$ cat config.mk
export PLATFORM = sky130hd
export DESIGN_NAME = idx_bridge
export DESIGN_NICKNAME = d
export VERILOG_FILES = /design/src/rtl/idx_pkg.sv /design/src/rtl/idx_rst_sync.sv /design/src/rtl/idx_cmd_decode.sv /design/src/rtl/idx_pointer.sv /design/src/rtl/idx_reg_bank.sv /design/src/rtl/idx_rd_resp.sv /design/src/rtl/idx_bridge.sv
export SDC_FILE = /design/constraint.sdc
export NUM_CORES = 2
export LEC_CHECK = 0
export BUFFER_PORTS_ARGS = -buffer_cell sky130_fd_sc_hd__buf_2
export CAP_MARGIN = 30
export CORE_ASPECT_RATIO = 0.75
export CORE_UTILIZATION = 55
export DETAILED_ROUTE_END_ITERATION = 6
export HOLD_SLACK_MARGIN = 0.15
export PLACE_DENSITY_LB_ADDON = 0.1
export SYNTH_ARGS = -nofsm -noshare
export SYNTH_HDL_FRONTEND = slang
export SYNTH_SLANG_ARGS = --single-unit
$ cat constraint.sdc
create_clock -name clk -period 153.2 [get_ports clk]
set_clock_uncertainty 0.15 [all_clocks]
set_input_delay 15.32 -clock clk [delete_from_list [all_inputs] [get_ports clk]]
set_output_delay 15.32 -clock clk [all_outputs]
set_load 0.02 [all_outputs]
$ cat src/rtl/idx_pkg.sv
package idx_pkg;
  typedef enum logic [1:0] {
    CMD_IDLE  = 2'd0,
    CMD_STORE = 2'd1,
    CMD_POINT = 2'd2
  } cmd_kind_e;
endpackage

$ cat src/rtl/idx_rst_sync.sv
module idx_rst_sync #(
  parameter int STAGES = 2
) (
  input  logic clk,
  input  logic arst_n,
  output logic srst_n
);
  logic [STAGES-1:0] sync_q;
  logic [STAGES-1:0] sync_d;

  always_comb begin
    sync_d = {sync_q[STAGES-2:0], 1'b1};
  end

  always_ff @(posedge clk or negedge arst_n) begin
    if (!arst_n) sync_q <= '0;
    else         sync_q <= sync_d;
  end

  assign srst_n = sync_q[STAGES-1];
endmodule

$ cat src/rtl/idx_cmd_decode.sv
module idx_cmd_decode
  import idx_pkg::*;
#(
  parameter int HOST_W = 32,
  parameter int ADDR_W = 8,
  parameter int DATA_W = 8
) (
  input  logic              wr_en,
  input  logic [HOST_W-1:0] wr_word,
  output cmd_kind_e         kind,
  output logic [ADDR_W-1:0] addr,
  output logic [DATA_W-1:0] data
);
  localparam int FLAG_POS = ADDR_W + DATA_W;

  always_comb begin
    addr = wr_word[FLAG_POS-1:DATA_W];
    data = wr_word[DATA_W-1:0];
    if (!wr_en)                 kind = CMD_IDLE;
    else if (wr_word[FLAG_POS]) kind = CMD_POINT;
    else                        kind = CMD_STORE;
  end
endmodule

$ cat src/rtl/idx_pointer.sv
module idx_pointer
  import idx_pkg::*;
#(
  parameter int ADDR_W = 8
) (
  input  logic              clk,
  input  logic              rst_n,
  input  cmd_kind_e         kind,
  input  logic [ADDR_W-1:0] addr,
  output logic [ADDR_W-1:0] ptr_q
);
  logic              ptr_en;
  logic [ADDR_W-1:0] ptr_d;

  always_comb begin
    ptr_en = (kind == CMD_POINT);
    ptr_d  = addr;
  end

  always_ff @(posedge clk or negedge rst_n) begin
    if (!rst_n)      ptr_q <= '0;
    else if (ptr_en) ptr_q <= ptr_d;
  end
endmodule

$ cat src/rtl/idx_reg_bank.sv
module idx_reg_bank #(
  parameter int ADDR_W = 8,
  parameter int DATA_W = 8
) (
  input  logic              clk,
  input  logic              rst_n,
  input  logic              we,
  input  logic [ADDR_W-1:0] waddr,
  input  logic [DATA_W-1:0] wdata,
  input  logic [ADDR_W-1:0] raddr,
  output logic [DATA_W-1:0] rdata
);
  localparam int DEPTH = 1 << ADDR_W;

  logic [DATA_W-1:0] ent_q [DEPTH];
  logic [DEPTH-1:0]  ent_en;

  for (genvar i = 0; i < DEPTH; i++) begin : g_ent
    always_comb begin
      ent_en[i] = we && (waddr == ADDR_W'(i));
    end

    always_ff @(posedge clk or negedge rst_n) begin
      if (!rst_n)         ent_q[i] <= '0;
      else if (ent_en[i]) ent_q[i] <= wdata;
    end
  end

  assign rdata = ent_q[raddr];
endmodule

$ cat src/rtl/idx_rd_resp.sv
module idx_rd_resp #(
  parameter int HOST_W = 32,
  parameter int ADDR_W = 8,
  parameter int DATA_W = 8
) (
  input  logic              clk,
  input  logic              rst_n,
  input  logic              rd_en,
  input  logic [ADDR_W-1:0] ptr,
  input  logic [DATA_W-1:0] byte_in,
  output logic [HOST_W-1:0] rd_data,
  output logic              rd_valid
);
  localparam int PAD_W = HOST_W - ADDR_W - DATA_W;

  logic [HOST_W-1:0] data_d;
  logic              data_en;

  always_comb begin
    data_en = rd_en;
    data_d  = {{PAD_W{1'b0}}, ptr, byte_in};
  end

  always_ff @(posedge clk or negedge rst_n) begin
    if (!rst_n)       rd_data <= '0;
    else if (data_en) rd_data <= data_d;
  end

  always_ff @(posedge clk or negedge rst_n) begin
    if (!rst_n) rd_valid <= 1'b0;
    else        rd_valid <= rd_en;
  end
endmodule

$ cat src/rtl/idx_bridge.sv
module idx_bridge
  import idx_pkg::*;
#(
  parameter int HOST_W = 32,
  parameter int ADDR_W = 8,
  parameter int DATA_W = 8
) (
  input  logic              clk,
  input  logic              rst_n,
  input  logic              host_wr_en,
  input  logic [HOST_W-1:0] host_wr_data,
  input  logic              host_rd_en,
  output logic [HOST_W-1:0] host_rd_data,
  output logic              host_rd_valid
);
  logic              rst_sync_n;
  cmd_kind_e         kind;
  logic [ADDR_W-1:0] cmd_addr;
  logic [DATA_W-1:0] cmd_data;
  logic [ADDR_W-1:0] ptr_q;
  logic [DATA_W-1:0] bank_byte;
  logic              bank_we;

  idx_rst_sync #(.STAGES(2)) rst_i (
    .clk(clk), .arst_n(rst_n), .srst_n(rst_sync_n)
  );

  idx_cmd_decode #(.HOST_W(HOST_W), .ADDR_W(ADDR_W), .DATA_W(DATA_W)) dec_i (
    .wr_en(host_wr_en), .wr_word(host_wr_data),
    .kind(kind), .addr(cmd_addr), .data(cmd_data)
  );

  idx_pointer #(.ADDR_W(ADDR_W)) ptr_i (
    .clk(clk), .rst_n(rst_sync_n), .kind(kind), .addr(cmd_addr), .ptr_q(ptr_q)
  );

  assign bank_we = (kind == CMD_STORE);

  idx_reg_bank #(.ADDR_W(ADDR_W), .DATA_W(DATA_W)) bank_i (
    .clk(clk), .rst_n(rst_sync_n), .we(bank_we), .waddr(cmd_addr),
    .wdata(cmd_data), .raddr(ptr_q), .rdata(bank_byte)
  );

  idx_rd_resp #(.HOST_W(HOST_W), .ADDR_W(ADDR_W), .DATA_W(DATA_W)) resp_i (
    .clk(clk), .rst_n(rst_sync_n), .rd_en(host_rd_en), .ptr(ptr_q),
    .byte_in(bank_byte), .rd_data(host_rd_data), .rd_valid(host_rd_valid)
  );
endmodule

==> results by group <==
Outcome
  • Status: finished clean

Clocking
  • Clk slew on worst S/H paths: 0.06 ns
  • Number of CTS-inserted buffers: 199
  • H-tree depth: 4
  • Worst-case clock buffer depth: 3
  • Post_cts resized: 0
  • Hold Buf Count CTS: 0
  • Setup Buffers After CTS: 0
  • Clock root buffer master: clkbuf_16
  • CTS sink cnt: 2075
  • TritonCTS clock tree: done
  • Clk Latency, worst-skew pair: 0.84 ns

Setup path
  • Crit path arrival time: 18.52 ns
  • CP max stage delay: 0.97 ns
  • CP Class: input pin to flip-flop
  • Reg2reg setup slack: 147.30 ns
  • Crit Path Max Fanout: 15
  • Reg2reg start: ptr_i.ptr_q[0]$_DFFE_PN0N_
  • Worst path cell trace: buf_2 -> nor2b_1 -> nand3_1 -> nor2_1 -> mux2_2
  • RR Endpoint: resp_i.rd_data[3]$_DFFE_PN0P_
  • R2R depth: 10
  • Critical Path Start Type: input pin
  • Crit. End Element: flip-flop
  • Critical path required time: 153.75 ns
  • Slowest CP cell: nor2_1

Cells and area
  • Layout cells sized above 1: 46.47%
  • Layout Nets: 6249
  • Core Util, Final: 60.77%
  • Post-route cell area: 103600 sq um
  • Area Overhead vs Synth: 9.406%
  • Final Instance Count excl. Fillers: 8633

Yosys
  • Mean Syn Cell Area: 15.06 sq um
  • Post-synthesis instance area: 94690 sq um
  • Register area share after synthesis: 54.84%
  • Primary FF master, synth: dfrtp_1
  • Most frequent cells after synthesis: 2075 x dfrtp_1, 2068 x mux2_2, 351 x mux4_2
  • Yosys top cell area share: 54.84%
  • FF+latch count, synth: 2075
  • Most frequent cell after synthesis: dfrtp_1
  • Post-synth top area cell: dfrtp_1
  • Number of synthesized flops with an enable pin: 0
  • Ys async rst share: 100.0%
  • Synth Instances: 6289
  • Synth area leaders: dfrtp_1 55%, mux2_2 25%, mux4_2 8.3%
  • Yosys warnings: 0
  • Netlist cell types: 64

Min path
  • Hold path endpoint: rst_i.sync_q[1]$_DFF_PN0_
  • Hold Startpoint: rst_i.sync_q[0]$_DFF_PN0_
  • Hold depth: 0
  • Hold crit path type: flip-flop to flip-flop

Place
  • I/O Buffers: 37
  • Post-placement cell count: 8256
  • DP HPWL: 161300 um
  • DP Area: 96670 sq um
  • GP Congestion: 0.8731

Detailed routing
  • Antenna-violating nets left: 0
  • Vias: 55660
  • DRT Pass-1 Iters: 6
  • Initial drt markers: 4668
  • Routed WL: 253500 um
  • Avg WL per Cell: 29.37 um
  • Vias/cell: 6.447
  • Remaining routing DRC violations: 0

Global route
  • Gr usage total: 29.67%
  • Largest net degree at the start of global routing: 167
  • Initial antenna violation count: 14
  • First-pass GRT wire length: 384100 um
  • Global route overflow: 0
  • Vias in the first global route: 57010

Power and ir drop
  • Pwr Density: 11.69 nW/um^2
  • Power Total: 1.211 mW
  • Peak VDD IR: 0.01233 mV
  • Leak Pwr: 50.24 nW

Floorplanning
  • Initial Utilization: 55.55%
  • I/O pins: 69
  • Row cnt: 131
  • Core footprint: 170500 sq um
  • Die ar.: 173800 sq um
  • Die Span Y: 361.3 um
  • Die X: 481.1 um

STA
  • Final worst path period need: 17.97 ns
  • Slew HR: 26.32%
  • Final Slew Violations: 0
  • Hold Fails Final Rpt: 0
  • Actual slew at the worst max-slew pin: 1.101 ns
  • Final setup fails: 0
  • Fin crit share: 11.73%
  • Setup TNS: 0 ns
  • RSZ-0062 raised after global routing: no
  • Achievable Freq: 55.64 MHz

Job
  • Max_cap viols: 0
final cells by class:
class,instances,area (sq um)
diodes,4,10.01
clock buffers,309,6031
clock inverters,47,573.1
fillers,12940,66870
inverters,7,28.78
multi-input cells,3736,40330
flip-flops and latches,2075,51940
well taps,2261,2829
repair buffers,194,1857
cells in the final DEF (no fill, tap or decap), types with 33 or more instances in the layout:
master	synthesis	final
dfrtp_1	2075	2070
mux2_2	2068	2068
mux4_2	351	351
mux2i_1	304	304
nand2_1	273	272
clkbuf_16	0	205
nor2_1	125	117
o22ai_1	117	117
buf_4	45	117
a22oi_1	68	68
o221ai_1	54	54
clkbuf_1	328	53
a211oi_1	51	51
clkbuf_8	0	51
a21oi_1	45	45
nand3_1	39	38
buf_2	46	33
per-stage QoR:
step	worst slack [ns]	hold slack, ns
after floorplan	90.93	0.1812
after global placement	134.45	0.1944
after detailed placement	134.53	0.2004
after CTS	135.40	0.2207
after global routing	135.36	0.2238
final	135.23	0.2174
cells by family after synthesis:
group	after synthesis	synth area share (%)
and+or+nand+nor	548	2.511
buffers and inverters	493	2.762
other	2	0.007931
AOI/OAI and AO/OA	427	3.146
DFF	2075	54.84
muxes	2744	36.74
metal layers:
layer | track usage (%) | vias to the layer above | routed length, um
met4 | 6.637 | 6 | 5139
met1 | 46.05 | 30330 | 117600
met2 | 42.63 | 1674 | 112200
met5 | 0 | - | 41
met3 | 6.454 | 328 | 18620
li1 | - | 23320 | -
worst max path at each step:
| stage | from | end | depth (start not counted) |
|---|---|---|---|
| detailed placement | host_wr_data[16] | bank_i.ent_q[275]$_DFFE_PN0P_ | 7 |
| global placement | host_wr_data[16] | bank_i.ent_q[264]$_DFFE_PN0P_ | 7 |
| finish | host_wr_data[12] | bank_i.ent_q[257]$_DFFE_PN0P_ | 5 |
| CTS | host_wr_data[16] | bank_i.ent_q[275]$_DFFE_PN0P_ | 7 |
| global route | host_wr_data[12] | bank_i.ent_q[257]$_DFFE_PN0P_ | 5 |
| floorplan | rst_i.sync_q[1]$_DFF_PN0_ | bank_i.ent_q[0]$_DFFE_PN0P_ | 0 |
report_power, final:
group / total [mW] / internal [mW] / leakage [nW] / switching [mW]
clock network: 0.502 / 0.288 / 3.26 / 0.214
registers: 0.574 / 0.564 / 28.8 / 0.0104
logic: 0.135 / 0.0462 / 18.2 / 0.0887
worst max-delay path, delay by kind of cell:
family / cells / cell delay [ns]
buffers and inverters: 1 / 0.41
muxes: 1 / 0.42
and+or+nand+nor: 3 / 2.34
state kept, by name, summed over array words and instances, names as in the netlist:
name             count
bank_i.ent_q      2048
ptr_i.ptr_q          8
resp_i.rd_data      16
resp_i.rd_valid      1
rst_i.sync_q         2
No activity file was read; power rests on OpenSTA's default activity.
